## src/rtl/flow_handshake.sv

```systemverilog
module flow_handshake #(
  parameter int TH_W    = 4,
  parameter int LEVEL_W = 4
) (
  input  logic                clk,
  input  logic                rst_n,
  input  logic [LEVEL_W-1:0]  rx_level,
  input  logic [2*TH_W-1:0]   thr_cfg,
  input  logic                auto_rts_en,
  input  logic                cts_gate_en,
  input  logic                cts_n_in,
  input  logic                tx_idle,
  output logic                rts_req,
  output logic                tx_permit
);
  logic [LEVEL_W-1:0] halt_lv, resume_lv;
  logic               at_halt, at_resume;
  logic [1:0]         cts_sync;
  logic               rts_q, permit_q;

  assign halt_lv   = LEVEL_W'(thr_cfg[TH_W-1:0]);
  assign resume_lv = LEVEL_W'(thr_cfg[2*TH_W-1:TH_W]);
  assign at_halt   = rx_level >= halt_lv;
  assign at_resume = rx_level <= resume_lv;

  always_ff @(posedge clk or negedge rst_n) begin
    if (!rst_n)           rts_q <= 1'b0;
    else if (!auto_rts_en) rts_q <= 1'b0;
    else if (at_halt)     rts_q <= 1'b1;
    else if (at_resume)   rts_q <= 1'b0;
  end

  always_ff @(posedge clk or negedge rst_n) begin
    if (!rst_n) cts_sync <= 2'b00;
    else        cts_sync <= {cts_sync[0], cts_n_in};
  end

  always_ff @(posedge clk or negedge rst_n) begin
    if (!rst_n)       permit_q <= 1'b1;
    else if (tx_idle) permit_q <= !(cts_gate_en && cts_sync[1]);
  end

  assign rts_req   = rts_q;
  assign tx_permit = permit_q;
endmodule

```

## config.mk

```make
export PLATFORM = sky130hd
export DESIGN_NAME = flow_handshake
export DESIGN_NICKNAME = d
export VERILOG_FILES = /design/src/rtl/flow_handshake.sv
export SDC_FILE = /design/constraint.sdc
export NUM_CORES = 1
export LEC_CHECK = 0
export ABC_AREA = 0
export CAP_MARGIN = 20
export CELL_PAD_IN_SITES_DETAIL_PLACEMENT = 0
export CELL_PAD_IN_SITES_GLOBAL_PLACEMENT = 1
export CORE_AREA = 2 2 39 41
export DETAILED_ROUTE_END_ITERATION = 10
export DIE_AREA = 0 0 41 43
export GPL_ROUTABILITY_DRIVEN = 0
export GPL_TIMING_DRIVEN = 0
export PLACE_DENSITY = 0.82
export SETUP_SLACK_MARGIN = 0.1
export SYNTH_ARGS = -nofsm -noshare
export SYNTH_HDL_FRONTEND = slang
export SYNTH_SLANG_ARGS = --single-unit
```

## constraint.sdc

```tcl
create_clock -name clk -period 1.85 [get_ports clk]
set_input_delay 0.37 -clock clk [delete_from_list [all_inputs] [get_ports clk]]
set_output_delay 0.37 -clock clk [all_outputs]
set_load 0.02 [all_outputs]
```

==> flow_metrics.tcl, run 1 <==
set metrics [dict create \
    status "complete, no violations" \
    insertion_delay_ns 0.23 \
    timing.fmax_mhz 629.0 \
    ys_ff_latch 4 \
    multi_input_area_um2 191.4 \
    cts_hold_buf 0 \
    grt_pass1_vias 266 \
    coreArea_um2 1384 \
    powerDensity_nw_per_um2 554.8 \
    synth_seq_area_share_pct 31.76 \
    hpwl_um 563.8 \
    antenna_found_initial 0 \
    drive_above_1_share_pct 10.71 \
    layout_common_cells "18 x clkdlybuf4s50_1, 8 x ha_1, 7 x inv_1" \
    n_antenna_cell 0 \
    hold_path.class "in2async" \
    fin_worst_skew_ns 0.007820 \
    grt_pass1_wl_um 903 \
    drt_iter0_drc 0 \
    final_core_util_pct 40.33 \
    cp-start-kind "input port" \
    crit_type "in2reg" \
    htree_levels 1 \
    drc_errors 0 \
    finalHoldViolCount 0 \
    track_usage_pct 7.879 \
    clock_sinks 4 \
    area_delta_synth_final_pct 74.90 \
    routed_wl_um 618 \
    clk_path_buf_depth 2 \
    p_leak_uw 0.0002744 \
    worst_slew_pin_slew_ns 0.2400 \
    grt_max_degree 5 \
    die_h_um 43 \
    required_ns 1.96 \
    min_period_ns 1.590 \
    pin_count 20 \
    vias_per_cell 4.153 \
    drv_cap 0 \
    post-cts-setup-buffer-count 0 \
    cts_tree "done" \
    avgRoutedWirePerCell_um 8.583 \
    relSlewSlack_pct 83.95 \
    vias 299 \
    post-place-ws_ns 0.004439 \
    rsz0062_at_grt "no" \
    fin_crit_sh_pct 85.94 \
    row_count 14 \
    layout_setup_ws_ns 0.2602 \
    synth.distinct_cells 14 \
    cts.repair.resized 0 \
    postRouteAntennaNets 0 \
    final_max_slew_viol_count 0 \
    drt-pass1-iter-count 1 \
    yosys_warnings 0 \
    ff_latch_area_um2 101.3 \
    cp_data_arrival_time_ns 1.70 \
    overflow 0 \
    place.port_buffers 19 \
    final_nets 83 \
    clockRootBuffer "clkbuf_4" \
    syn-instance-count 33 \
    initial_utilization_pct 23.06 \
    final_common_cell "clkdlybuf4s50_1" \
    end_kind "flop" \
    cp_max_fo 2 \
    die_w_um 41 \
    syn_area_um2 319.1 \
    die_area_um2 1763 \
    setup_viol 0 \
    syn_nets 59 \
    synth.avg_cell_area_um2 9.668 \
    place_inst 68 \
    vdd_drop_max_mv 0.2646 \
    fin_cells 72 \
    fin_setup_tns_ns 0 \
    clk_pin_slew_worst_paths_ns 0.04 \
    cts_made_buffers 3 \
    fillers 165 \
]
==> logic make-up (layout without fill, tap and decap cells) <==
logic type	Yosys count	after routing	synth area share, %
compound gates	7	7	14.90
fa+ha+maj	8	8	31.37
buf+inv	7	30	8.237
flops	4	4	31.77
simple gates	7	7	13.72
==> synth_stat cells <==
cell,number,area share [%]
ha_1,8,31
inv_1,7,8.2
a21oi_1,4,6.3
dfrtp_1,3,24
nand3_1,2,3.1
a211o_1,1,2.7
a31oi_1,1,2.0
dfstp_2,1,8.2
nand2_1,1,1.2
nand2b_1,1,2.0
nand4_1,1,2.0
nor2_1,1,1.2
nor2b_4,1,4.3
o211ai_2,1,3.9
==> final timing paths <==
kind | start | end | slack [ns] | cells past startpoint
max in group asynchronous | rst_n | tx_permit$_DFFE_PN1P_ | 1.27 | 1
min in group clk | cts_sync[0]$_DFF_PN0_ | cts_sync[1]$_DFF_PN0_ | 0.34 | 0
worst min-delay path | rst_n | rts_req$_DFFE_PN0P_ | 0.33 | 1
worst max register to register | rts_req$_DFFE_PN0P_ | rts_req$_DFFE_PN0P_ | 1.00 | 3
worst max-delay path | thr_cfg[5] | rts_req$_DFFE_PN0P_ | 0.26 | 7
worst min register to register | cts_sync[0]$_DFF_PN0_ | cts_sync[1]$_DFF_PN0_ | 0.34 | 0
==> state kept, by name, indices dropped and copies added, names as in the netlist <==
signal     flops
cts_sync       2
rts_req        1
tx_permit      1
==> critical path: stages <==
cell and delay (ns):
clkdlybuf4s50_1 0.45, inv_1 0.04, ha_1 0.27, nor2b_4 0.13
o211ai_2 0.13, a21oi_1 0.08, a211o_1 0.23
==> per-stage QoR <==
step	hold WS [ns]	power, uW	cell area [um2]
floorplan	0.07441	141.9	319.1
global route	0.3417	332.2	558.0
global placement	0.3351	196.0	529.3
finish	0.3346	309.6	558.0
CTS	0.3344	316.7	555.5
detailed placement	0.3505	198.4	529.3
==> where the power goes <==
group          internal [uW]  total (uW)  switching (uW)
Clock                   80.8         114            33.7
Sequential              95.9        98.7            2.80
Combinational           60.4        96.4            36.0
Total                    237         310            72.5
==> layout make-up <==
type	instances	area share, %
repair buffers	19	34.53
multi-input cells	22	34.31
flip-flops and latches	4	18.16
clock buffers	4	4.709
inverters	7	4.709
well taps	16	3.587
==> per-layer routing <==
metal  wire length (um)  GRT usage (%)
met1                232          8.525
met2                334          11.56
met3                 51          1.571
met4                  0          8.000
met5                  0              0
No activity file was read; power rests on OpenSTA's default activity.
==> run 2: changes to the inputs <==
Settings changed: CAP_MARGIN 20 to unset, CORE_AREA 2 2 39 41 to unset, CORE_MARGIN set to 1, CORE_UTILIZATION set to 23, DIE_AREA 0 0 41 43 to unset, PLACE_DENSITY 0.82 to 0.8.
Clock period 1.85 ns to 1.5 ns, I/O delays scaled along.
==> run 2 against run 1 <==
Compared with the run above:
- power rose by 30%
- critical path type unchanged
- highest routed layer unchanged
- global-route usage up 1.6 points
- clock skew fell by 0.0024 ns
- first-iteration DRC count is the same
- core utilization grew 8.0 points
==> flow_metrics.tcl, run 2 (synthesis gave the netlist of run 1 again) <==
set metrics [dict create \
    htree_levels 1 \
    clock_sinks 4 \
    rr_worst_depth 3 \
    pwr-share-comb_pct 34.5 \
    fin_crit_sh_pct 89.99 \
    area_delta_synth_final_pct 97.26 \
    drc_errors 0 \
    min_period_ns 1.350 \
    cts_tree "done" \
    vdd_drop_max_mv 0.3544 \
    clk_pin_slew_worst_paths_ns 0.04 \
    worst_slew_pin_slew_ns 0.2245 \
    fillers 138 \
    cts_hold_buf 0 \
    relSlewSlack_pct 85.03 \
    drt_iter0_drc 0 \
    met2_usage_pct 17.08 \
    crit_buf_inv 2 \
    drt-pass1-iter-count 1 \
    fin_setup_tns_ns 0 \
    switchingPower_uw 103.4 \
    drv_cap 0 \
    clockRootBuffer "clkbuf_4" \
    clk_path_buf_depth 2 \
    grt_max_degree 5 \
    row_count 13 \
    p_clk_share_pct 35.4 \
    use_met3_pct 1.734 \
    post-cts-setup-buffer-count 0 \
    use_met1_pct 10.10 \
    cp-startpoint "thr_cfg[2]" \
    hpwl_um 517.3 \
    avgRoutedWirePerCell_um 9.592 \
    largest_reg_flops 2 \
    die_h_um 39.25 \
    setup_viol 0 \
    coreArea_um2 1301 \
    critPathMaxStageDelay_ns 0.46 \
    cp_data_arrival_time_ns 1.46 \
    crit_end "rts_req$_DFFE_PN0P_" \
    p_leak_uw 0.0002970 \
    timing.fmax_mhz 740.8 \
    vias_per_cell 4.225 \
    cp_cell_sequence "clkdlybuf4s50_1 > inv_1 > ha_4 > a21oi_2 > a21oi_2 > a211o_1" \
    largest_register "cts_sync" \
    hold_path.class "in2async" \
    crit_family "buffers and inverters" \
    layout_common_cells "9 x clkdlybuf4s50_1, 8 x dlygate4sd2_1, 5 x ha_4" \
    track_usage_pct 9.450 \
    status "complete, no violations" \
    hold_slack_ns 0.2615 \
    crit_path_frequent_cell "a21oi_2" \
    rr_endpoint "rts_req$_DFFE_PN0P_" \
    overflow 0 \
    required_ns 1.61 \
    powerDensity_nw_per_um2 641.6 \
    p_seq_share_pct 30.1 \
    crit_type "in2reg" \
    vias 300 \
    switching_share_pct 25.61 \
    finalHoldViolCount 0 \
    timing.rr.start "rts_req$_DFFE_PN0P_" \
    final_max_slew_viol_count 0 \
    postRouteAntennaNets 0 \
    n_antenna_cell 0 \
    cts_made_buffers 3 \
    insertion_delay_ns 0.23 \
    antenna_found_initial 0 \
    final_nets 83 \
    rsz0062_at_grt "no" \
    place.port_buffers 19 \
    cp_max_fo 2 \
    internal_power_uw 300.4 \
    grt_pass1_vias 265 \
    die_area_um2 1540 \
    r2r_slack_ns 0.64 \
    die_w_um 39.25 \
    pin_count 20 \
    grt-busiest-layer "met2" \
    drive_above_1_share_pct 32.14 \
    final_common_cell "clkdlybuf4s50_1" \
    grt_pass1_wl_um 938 \
    fin_worst_skew_ns 0.005436 \
    cp-start-kind "input port" \
    routed_wl_um 681 \
    initial_utilization_pct 24.52 \
    cp.depth 6 \
    slowest_stage "clkdlybuf4s50_1" \
    end_kind "flop" \
]
==> run 2: cell type report <==
| class | count | area (um2) | share of cell area [%] |
|---|---|---|---|
| flip-flops and latches | 4 | 101.3 | 16.10 |
| multi-input cells | 22 | 274.0 | 43.54 |
| well taps | 15 | 18.77 | 2.982 |
| inverters | 7 | 26.28 | 4.175 |
| repair buffers | 19 | 182.7 | 29.03 |
| clock buffers | 4 | 26.28 | 4.175 |
==> run 2: power by group through the flow <==
stage | combinational (uW) | clock [uW] | sequential (uW)
floorplan | 44.9 | 0 | 130
global placement | 119 | 0 | 123
detailed placement | 120 | 0 | 123
CTS | 137 | 152 | 121
global route | 154 | 160 | 122
finish | 139 | 143 | 121
==> run 2: what timing repair did <==
item / in CTS / in global routing
gates cloned: 0 / 0
gates resized for setup: 20 / 4
pin swaps: 10 / 1
endpoints found under the setup margin: 3 / 2
==> run 2: worst min path at each step <==
stage               depth (start not counted)                    end                   from  slack (ns)
global route                                1  cts_sync[1]$_DFF_PN0_                  rst_n        0.28
finish                                      1  cts_sync[1]$_DFF_PN0_                  rst_n        0.26
CTS                                         1  cts_sync[0]$_DFF_PN0_                  rst_n        0.26
detailed placement                          0  cts_sync[1]$_DFF_PN0_  cts_sync[0]$_DFF_PN0_        0.34
floorplan                                   0  cts_sync[0]$_DFF_PN0_                  rst_n       0.004
global placement                            0  cts_sync[1]$_DFF_PN0_  cts_sync[0]$_DFF_PN0_        0.33
==> run 2: routing by layer <==
layer | vias up | part of all wire (%)
met5 | - | 0
met4 | 0 | 0
met3 | 0 | 5.7
met2 | 9 | 50
met1 | 131 | 44
li1 | 160 | -
==> run 2: through the flow <==
step / std cells / utilization, % / total power [uW] / area [um2] / setup slack [ns]
6_report: 71 / 48.37 / 403.8 / 629.4 / 0.1502
2_1_floorplan: 33 / - / 175.0 / 319.1 / 0.2608
5_1_grt: 71 / 48.37 / 435.2 / 629.4 / 0.1213
3_3_place_gp: 67 / 40.58 / 241.8 / 528.0 / -0.2605
3_5_place_dp: 67 / 40.58 / 243.1 / 528.0 / -0.2576
4_1_cts: 71 / 47.12 / 410.1 / 613.1 / 0.1156
==> run 2: worst register-to-register path, cell delays in order (launching register included) <==
cell,delay (ns)
dfrtp_1,0.36
nand3_1,0.08
a21oi_1,0.04
a211o_1,0.26
==> run 3: changes to the inputs <==
Settings changed: GPL_ROUTABILITY_DRIVEN 0 to unset, GPL_TIMING_DRIVEN 0 to unset, PLACE_DENSITY 0.8 to unset, PLACE_DENSITY_LB_ADDON set to 0.12.
==> run 3 against run 2 <==
Compared with the run above:
- combinational power rose by 4%
- worst hold slack barely moved
- clock power barely moved
- routed wire length rose by 21%
- final cell count rose by 2.8%
- die area did not move
- maximum frequency fell by 1.1%
- design area rose by 1.6%
- via count rose by 13%
- flip-flop and latch count did not move
- setup slack got worse by 0.015 ns
==> flow_metrics.tcl, run 3 (synthesis gave the netlist of run 1 again) <==
set metrics [dict create \
    final_area_um2 639.4 \
    layout_setup_ws_ns 0.1347 \
    crit_family "flip-flops" \
    coreArea_um2 1301 \
    hold_slack_ns 0.2611 \
    insertion_delay_ns 0.24 \
    cts_tree "done" \
    cp_data_arrival_time_ns 1.07 \
    place_area_um2 543.0 \
    largest_reg_flops 2 \
    crit_type "reg2out" \
    hpwl_um 588.3 \
    min_period_ns 1.365 \
    cp_cell_sequence "dlygate4sd2_1" \
    area_delta_synth_final_pct 100.4 \
    fin_worst_skew_ns 0.007541 \
    pin_count 20 \
    grt_pass1_vias 332 \
    track_usage_pct 13.41 \
    drv_cap 0 \
    setup_viol 0 \
    status "complete, no violations" \
    drive_above_1_share_pct 34.48 \
    rsz0062_at_grt "no" \
    post-place-ws_ns -0.2751 \
    relSlewSlack_pct 85.42 \
    p_total_uw 412.1 \
    multi_input_area_um2 270.3 \
    row_count 13 \
    finalHoldViolCount 0 \
    crit_buf_inv 1 \
    grt_max_degree 5 \
    overflow 0 \
    clock_sinks 4 \
    initial_utilization_pct 24.52 \
    vias_per_cell 4.644 \
    layout_common_cells "9 x clkdlybuf4s50_1, 9 x dlygate4sd2_1, 5 x ha_4" \
    powerDensity_nw_per_um2 644.5 \
    fin_crit_sh_pct 91.02 \
    post-cts-setup-buffer-count 0 \
    final_max_slew_viol_count 0 \
    fillers 124 \
    htree_levels 1 \
    place.port_buffers 19 \
    drt-pass1-iter-count 4 \
    die_area_um2 1540 \
    vdd_drop_max_mv 0.3898 \
    p_leak_uw 0.0003047 \
    postRouteAntennaNets 0 \
    final_nets 85 \
    routed_wl_um 821 \
    gp_congestion 0.6442 \
    cp_max_fo 2 \
    ff_latch_area_um2 101.3 \
    avgRoutedWirePerCell_um 11.25 \
    n_antenna_cell 0 \
    slowest_stage "dfstp_2" \
    drc_errors 0 \
    timing.fmax_mhz 732.5 \
    cts_made_buffers 3 \
    vias 339 \
    drt_iter0_drc 7 \
    cts_hold_buf 0 \
    end_kind "primary output" \
    clk_pin_slew_worst_paths_ns 0.04 \
    cp-start-kind "flop" \
    antenna_found_initial 0 \
    worst_slew_pin_slew_ns 0.2187 \
    die_h_um 39.25 \
    critPathMaxStageDelay_ns 0.52 \
    largest_register "cts_sync" \
    die_w_um 39.25 \
    hold_path.class "in2async" \
    grt_pass1_wl_um 1290 \
    clk_path_buf_depth 2 \
    clockRootBuffer "clkbuf_4" \
    required_ns 1.20 \
]
==> run 3: cell types whose count changed in the layout (fill, tap and decap cells not counted), sizes merged <==
| cell | change |
|---|---|
| buf | +2 |
| clkdlybuf4s15 | -1 |
| dlygate4sd2 | +1 |
==> run 3: timing repair <==
item                                   in CTS  in global routing
setup endpoints to repair                   3                  1
endpoints found under the hold margin       0                  0
cloned                                      0                  0
pin swaps                                   7                  0
resized for setup                          21                  1
==> run 3: path summary, 6_finish.rpt <==
path	from	to	slack [ns]	cells after the start
setup / recovery	tx_permit$_DFFE_PN1P_	tx_permit	0.13	1
hold / removal	rst_n	cts_sync[1]$_DFF_PN0_	0.26	1
setup reg to reg	rts_req$_DFFE_PN0P_	rts_req$_DFFE_PN0P_	0.62	3
hold reg to reg	cts_sync[0]$_DFF_PN0_	cts_sync[1]$_DFF_PN0_	0.34	0
max in group asynchronous	rst_n	tx_permit$_DFFE_PN1P_	1.00	1
min in group clk	cts_sync[0]$_DFF_PN0_	cts_sync[1]$_DFF_PN0_	0.34	0
==> run 3: power breakdown <==
group          leakage [uW]  switching [uW]  total, uW  internal [uW]
clock network     0.0000150            46.2        146            100
logic              0.000243            58.6        144           85.6
registers         0.0000466            3.57        122            118
total              0.000305             108        412            304
==> run 3: metrics by stage <==
step | utilization, % | instances | TNS (ns)
after global placement | 41.73 | 69 | -0.2479
after floorplan | - | 33 | 0
after detailed placement | 41.73 | 69 | -0.2751
after global routing | 49.13 | 73 | 0
final | 49.13 | 73 | 0
after CTS | 48.94 | 73 | 0
==> run 3: cell type report <==
class,instances,share of cell area (%)
Clock buffer,4,4.110
Inverter,7,4.110
Multi-Input combinational cell,22,42.27
Sequential cell,4,15.85
Tap cell,15,2.935
Timing Repair Buffer,21,30.72
==> run 3: per-layer routing <==
metal	wire [um]	share of wire [%]	global-route usage (%)
met3	33	4.0	3.468
met1	301	37	11.89
met5	0	0	0
met2	486	59	26.25
met4	0	0	7.759
